--- config.mk ---
export PLATFORM = sky130hd
export DESIGN_NAME = acc_guard
export DESIGN_NICKNAME = d
export VERILOG_FILES = /design/src/rtl/acc_guard_pkg.sv /design/src/rtl/acc_misalign.sv /design/src/rtl/acc_page_judge.sv /design/src/rtl/acc_verdict_fsm.sv /design/src/rtl/acc_guard.sv
export SDC_FILE = /design/constraint.sdc
export NUM_CORES = 1
export LEC_CHECK = 0
export BUFFER_PORTS_ARGS = -buffer_cell sky130_fd_sc_hd__clkbuf_2
export CELL_PAD_IN_SITES_DETAIL_PLACEMENT = 0
export CELL_PAD_IN_SITES_GLOBAL_PLACEMENT = 2
export CORE_AREA = 2 2 43 49
export DETAILED_ROUTE_END_ITERATION = 7
export DIE_AREA = 0 0 45 51
export GPL_ROUTABILITY_DRIVEN = 0
export PLACE_DENSITY_LB_ADDON = 0.05
export SYNTH_ARGS = -nofsm -noshare
export SYNTH_HDL_FRONTEND = slang
export SYNTH_SLANG_ARGS = --single-unit
--- constraint.sdc ---
create_clock -name clk -period 0.8 [get_ports clk]
set_input_delay 0.04 -clock clk [delete_from_list [all_inputs] [get_ports clk]]
set_output_delay 0.04 -clock clk [all_outputs]
set_load 0.01 [all_outputs]
--- src/rtl/acc_guard_pkg.sv ---
package acc_guard_pkg;

    typedef enum logic [1:0] {
        FC_NONE  = 2'b00,
        FC_ALIGN = 2'b01,
        FC_PROT  = 2'b10
    } fault_code_e;

    typedef enum logic [1:0] {
        ST_QUIET     = 2'd0,
        ST_PASS      = 2'd1,
        ST_ALIGN_FLT = 2'd2,
        ST_PROT_FLT  = 2'd3
    } verdict_state_e;

    localparam int CTRL_W       = 32;
    localparam int ALIGN_EN_BIT = 18;
    localparam int WR_PROT_BIT  = 16;
    localparam int SIZE_CODES   = 4;
    localparam logic [1:0] USER_PRIV = 2'd3;

endpackage

--- src/rtl/acc_misalign.sv ---
module acc_misalign #(
    parameter int AW = 32
) (
    input  logic [AW-1:0] addr,
    input  logic [1:0]    size,
    output logic          misaligned
);
    import acc_guard_pkg::*;

    logic [SIZE_CODES-1:0] size_hit;

    generate
        for (genvar s = 0; s < SIZE_CODES; s++) begin : g_size
            if (s == 0) begin : g_byte
                assign size_hit[s] = 1'b0;
            end else begin : g_wide
                assign size_hit[s] = |addr[s-1:0];
            end
        end
    endgenerate

    assign misaligned = size_hit[size];

    logic unused_addr_hi;
    assign unused_addr_hi = ^addr[AW-1:SIZE_CODES-1];

endmodule

--- src/rtl/acc_page_judge.sv ---
module acc_page_judge (
    input  logic [1:0] priv,
    input  logic       wr_protect,
    input  logic       is_write,
    input  logic       writable,
    input  logic       user_page,
    output logic       prot_fault
);
    import acc_guard_pkg::*;

    logic is_user;
    logic user_bad;
    logic super_bad;

    always_comb begin
        is_user    = (priv == USER_PRIV);
        user_bad   = is_user && (!user_page || (is_write && !writable));
        super_bad  = !is_user && wr_protect && is_write && !writable;
        prot_fault = user_bad || super_bad;
    end

endmodule

--- src/rtl/acc_verdict_fsm.sv ---
module acc_verdict_fsm (
    input  logic       clk,
    input  logic       rst_n,
    input  logic       strobe,
    input  logic       align_bad,
    input  logic       prot_bad,
    output logic       verdict_valid,
    output logic       fault_align,
    output logic       fault_prot,
    output logic [1:0] fault_code
);
    import acc_guard_pkg::*;

    verdict_state_e state_q, state_d;

    always_comb begin
        state_d = ST_QUIET;
        if (strobe) begin
            if (prot_bad)       state_d = ST_PROT_FLT;
            else if (align_bad) state_d = ST_ALIGN_FLT;
            else                state_d = ST_PASS;
        end
    end

    always_ff @(posedge clk or negedge rst_n) begin
        if (!rst_n) state_q <= ST_QUIET;
        else        state_q <= state_d;
    end

    always_comb begin
        verdict_valid = 1'b0;
        fault_align   = 1'b0;
        fault_prot    = 1'b0;
        fault_code    = FC_NONE;
        unique case (state_q)
            ST_QUIET: ;
            ST_PASS: verdict_valid = 1'b1;
            ST_ALIGN_FLT: begin
                verdict_valid = 1'b1;
                fault_align   = 1'b1;
                fault_code    = FC_ALIGN;
            end
            ST_PROT_FLT: begin
                verdict_valid = 1'b1;
                fault_prot    = 1'b1;
                fault_code    = FC_PROT;
            end
        endcase
    end

    assert_prot_wins_R7: assert property (@(posedge clk) disable iff (!rst_n)
        strobe && prot_bad |=> fault_prot && !fault_align);
    assert_quiet_after_idle_R8: assert property (@(posedge clk) disable iff (!rst_n)
        !strobe |=> !verdict_valid && fault_code == 2'b00);
    assert_code_exclusive_R7: assert property (@(posedge clk) disable iff (!rst_n)
        $onehot0(fault_code) && !(fault_align && fault_prot));

endmodule

--- src/rtl/acc_guard.sv ---
module acc_guard #(
    parameter int AW = 32
) (
    input  logic                             clk,
    input  logic                             rst_n,
    input  logic                             req_valid,
    input  logic [acc_guard_pkg::CTRL_W-1:0] ctrl_word,
    input  logic                             flag_align_chk,
    input  logic [1:0]                       cur_priv,
    input  logic                             prot_mode,
    input  logic                             v86_mode,
    input  logic [AW-1:0]                    acc_addr,
    input  logic [1:0]                       acc_size,
    input  logic                             acc_write,
    input  logic                             page_writable,
    input  logic                             page_user,
    output logic                             verdict_valid,
    output logic                             fault_align,
    output logic                             fault_prot,
    output logic [1:0]                       fault_code
);
    import acc_guard_pkg::*;

    logic align_armed;
    logic misaligned;
    logic align_bad;
    logic prot_bad;

    assign align_armed = ctrl_word[ALIGN_EN_BIT] && flag_align_chk &&
                         (cur_priv == USER_PRIV) && (prot_mode || v86_mode);
    assign align_bad   = align_armed && misaligned;

    acc_misalign #(.AW(AW)) u_misalign (
        .addr       (acc_addr),
        .size       (acc_size),
        .misaligned (misaligned)
    );

    acc_page_judge u_judge (
        .priv       (cur_priv),
        .wr_protect (ctrl_word[WR_PROT_BIT]),
        .is_write   (acc_write),
        .writable   (page_writable),
        .user_page  (page_user),
        .prot_fault (prot_bad)
    );

    acc_verdict_fsm u_fsm (
        .clk           (clk),
        .rst_n         (rst_n),
        .strobe        (req_valid),
        .align_bad     (align_bad),
        .prot_bad      (prot_bad),
        .verdict_valid (verdict_valid),
        .fault_align   (fault_align),
        .fault_prot    (fault_prot),
        .fault_code    (fault_code)
    );

    logic unused_ctrl;
    assign unused_ctrl = ^ctrl_word;

    assert_no_align_when_masked_R2: assert property (@(posedge clk) disable iff (!rst_n)
        req_valid && !ctrl_word[ALIGN_EN_BIT] |=> !fault_align);
    assert_align_needs_user_R1: assert property (@(posedge clk) disable iff (!rst_n)
        req_valid && cur_priv != USER_PRIV |=> !fault_align);
    assert_user_super_page_R6: assert property (@(posedge clk) disable iff (!rst_n)
        req_valid && cur_priv == USER_PRIV && !page_user |=> fault_prot);
    assert_super_read_ok_R5: assert property (@(posedge clk) disable iff (!rst_n)
        req_valid && cur_priv != USER_PRIV && !acc_write |=> !fault_prot);
    assert_strobe_gives_verdict_R8: assert property (@(posedge clk) disable iff (!rst_n)
        req_valid |=> verdict_valid);

endmodule

==> summary.md <==
| Metric | Value |
|---|---|
| Status | `complete, but fails checks` |
| Failing checks | `negative setup slack` |
| Clock-pin slew of the registers on the worst-case setup and hold paths | `30 ps` |
| Seq/Total Area, Yosys | `29.41%` |
| Buffers & Inverters on Critical Path | `1` |
| Max FO, Critical Path | `3` |
| Switch Pwr | `107.7 uW` |
| Cell accounting for the most synthesized area | `dfrtp_1` |
| CP peak stage delay | `370 ps` |
| Commonest non-fill, non-tap cell in the layout | `clkbuf_2` |
| Comb pwr share | `25.1%` |
| Cells after DPL | `59` |
| CTS Buf Count | `3` |
| Ant diodes | `0` |
| Final wirelength | `570 um` |
| TritonCTS clock tree | `done` |
| Largest net degree at the start of global routing | `4` |
| CTS Root Cell | `clkbuf_4` |
| Setup TNS | `-729.2 ps` |
| Area contributors post-synth | `dfrtp_1 29%, buf_4 8.8%, a21oi_1 5.9%, and4_1 5.1%, o2bb2ai_1 5.1%` |
| Crit path cell chain | `or2_4 > buf_6` |
| CP Launch Type | `register` |
| DP HPWL | `504.4 um` |
| Hold_sp | `req_valid` |
| Wirelength per Cell | `9.048 um` |
| Number of fill cells | `217` |
| First-pass GRT wire length | `821 um` |
| Antenna violations before repair | `0` |
| IR drop worst, VDD | `0.2451 mV` |
| I/O Pins | `82` |
| Min-delay worst type | `input port to register` |
| Fin. Hold Viols | `0` |
| WS Path Type | `register to primary output` |
| Core Region | `1872 um2` |
| Top-area cell type share of the netlist area | `29.41%` |
| H-tree depth | `1` |
| Post-synth top flop | `dfrtp_1` |
| Delay-heaviest family, CP | `flip-flops` |
| CP Data Arrival Time | `960 ps` |
| Yosys reg bits | `2` |
| Reg power frac | `24.8%` |
| Clk sinks | `2` |
| Hold EP | `u_fsm.state_q[0]` |
| # DRC | `0` |
| Share of post-route cells with drive strength above 1 | `59.09%` |
| DP Worst Slack | `-11.74 ps` |
| Routed Antenna Nets | `0` |
| Commonest cells after routing, fill and taps aside | `21 x clkbuf_2, 3 x clkbuf_4, 2 x a21oi_1, 2 x dfrtp_1` |
| Mapped Cells | `20` |
| Die Wd | `45 um` |
| Detailed Routing Iterations Pass 1 | `2` |
| LEAKAGE | `0.0001765 uW` |
| Non-Filler Instances | `63` |
| Row Count | `17` |
| Die Area | `2295 um2` |
| Die Y | `51 um` |
| Layout Nets | `123` |
| Slew Limit Headroom | `82.34%` |
| Syn nets | `97` |
| Max FFs per register | `2` |
| Final setup vio count | `5` |
| Synth cell types | `17` |
| Max-capacitance violation count | `0` |
| Worst path depth | `2` |
| Initial drt markers | `2` |
| Drt via density | `3.794` |
| Crit path required time | `760 ps` |
| Clock network fraction of total power | `50.1%` |
| Max Freq | `1.003 GHz` |
| Tot GR Track Use | `5.654%` |
| Area growth syn-to-layout | `94.12%` |
| Top flop regs | `u_fsm.state_q x2` |
| Slew Limit Fails | `0` |
| Crit path max-delay cell type | `dfrtp_1` |
| Min Tclk post-route | `996.9 ps` |
| PortBufs | `22` |
| Ys Warns | `0` |
| Slew @ Worst Pin | `264.1 ps` |
| Synth Cell Area | `170.2 um2` |
| CP Capture Type | `primary output` |
| Synth Area per Inst | `8.508 um2` |
| Top post-synthesis cells by count | `2 x a21oi_1, 2 x buf_4, 2 x dfrtp_1` |
| Fin crit share | `124.6%` |
| Clock buffer depth | `2` |
| PwrDens | `1357 nW/um2` |
| Post-synth EDFFs | `0` |
| Total gr overflow | `0` |
| Worst Slack Setup Final | `-196.9 ps` |
| Initial Util | `9.091%` |
| Switching Share | `24.02%` |
| Hold Path Stages | `2` |
| Vias in the first global route | `227` |
| Via count | `239` |
| RSZ-0062 raised after global routing | `yes` |
| Post-CTS Setup Bufs | `0` |
| Internal | `340.4 uW` |
| Async SR Flop Fraction | `100.0%` |
| Top reg by flops | `u_fsm.state_q` |
## cells by family after synthesis
group | Yosys count | synth area share, %
and+or+nand+nor | 5 | 18.39
AOI/OAI and AO/OA | 10 | 41.18
buffers and inverters | 3 | 11.02
DFF | 2 | 29.41
## stage by stage
stage	cell area, um2	hold WS, ps	utilization [%]	total power [uW]
2_1_floorplan	170.2	-255.6	-	155.0
3_3_place_gp	289.0	-175.4	15.44	213.2
3_5_place_dp	289.0	-174.0	15.44	215.0
4_1_cts	324.1	60.59	17.31	462.7
5_1_grt	330.3	71.31	17.65	488.1
6_report	330.3	64.42	17.65	448.1
## how the worst max path moves through the flow
stage | endpoint | slack [ps] | start
after detailed placement | u_fsm.state_q[0] | -10 | cur_priv[0]
final | verdict_valid | -200 | u_fsm.state_q[1]
after global routing | verdict_valid | -230 | u_fsm.state_q[1]
after floorplan | fault_code[0] | 8 | u_fsm.state_q[0]
after global placement | verdict_valid | -20 | u_fsm.state_q[1]
after CTS | verdict_valid | -210 | u_fsm.state_q[1]
## power groups by stage
stage               combinational (uW)  clock, uW  sequential (uW)
floorplan                         43.9          0              111
global placement                   101          0              113
detailed placement                 103          0              112
CTS                                109        242              112
global route                       125        251              112
finish                             112        224              111
## routing by layer
layer | global-route usage, % | wire [um]
met2 | 7.381 | 293
met3 | 1.767 | 60
met4 | 8.824 | 0
met5 | 0 | 0
met1 | 5.497 | 217
## what timing repair did
| item | in CTS | in global routing |
|---|---|---|
| resized for setup | 1 | 2 |
| endpoints found under the setup margin | 5 | 5 |
| endpoints found under the hold margin | 2 | 0 |
| hold buffers | 1 | 0 |
## final cells by class
class / instances / area, um2 / area share (%)
Multi-Input combinational cell: 15 / 103.9 / 31.44
Timing Repair Buffer: 23 / 126.4 / 38.26
Sequential cell: 2 / 50.05 / 15.15
Inverter: 1 / 3.754 / 1.136
Clock buffer: 3 / 22.52 / 6.818
Tap cell: 19 / 23.77 / 7.197
(Power assumes the default switching activity.)
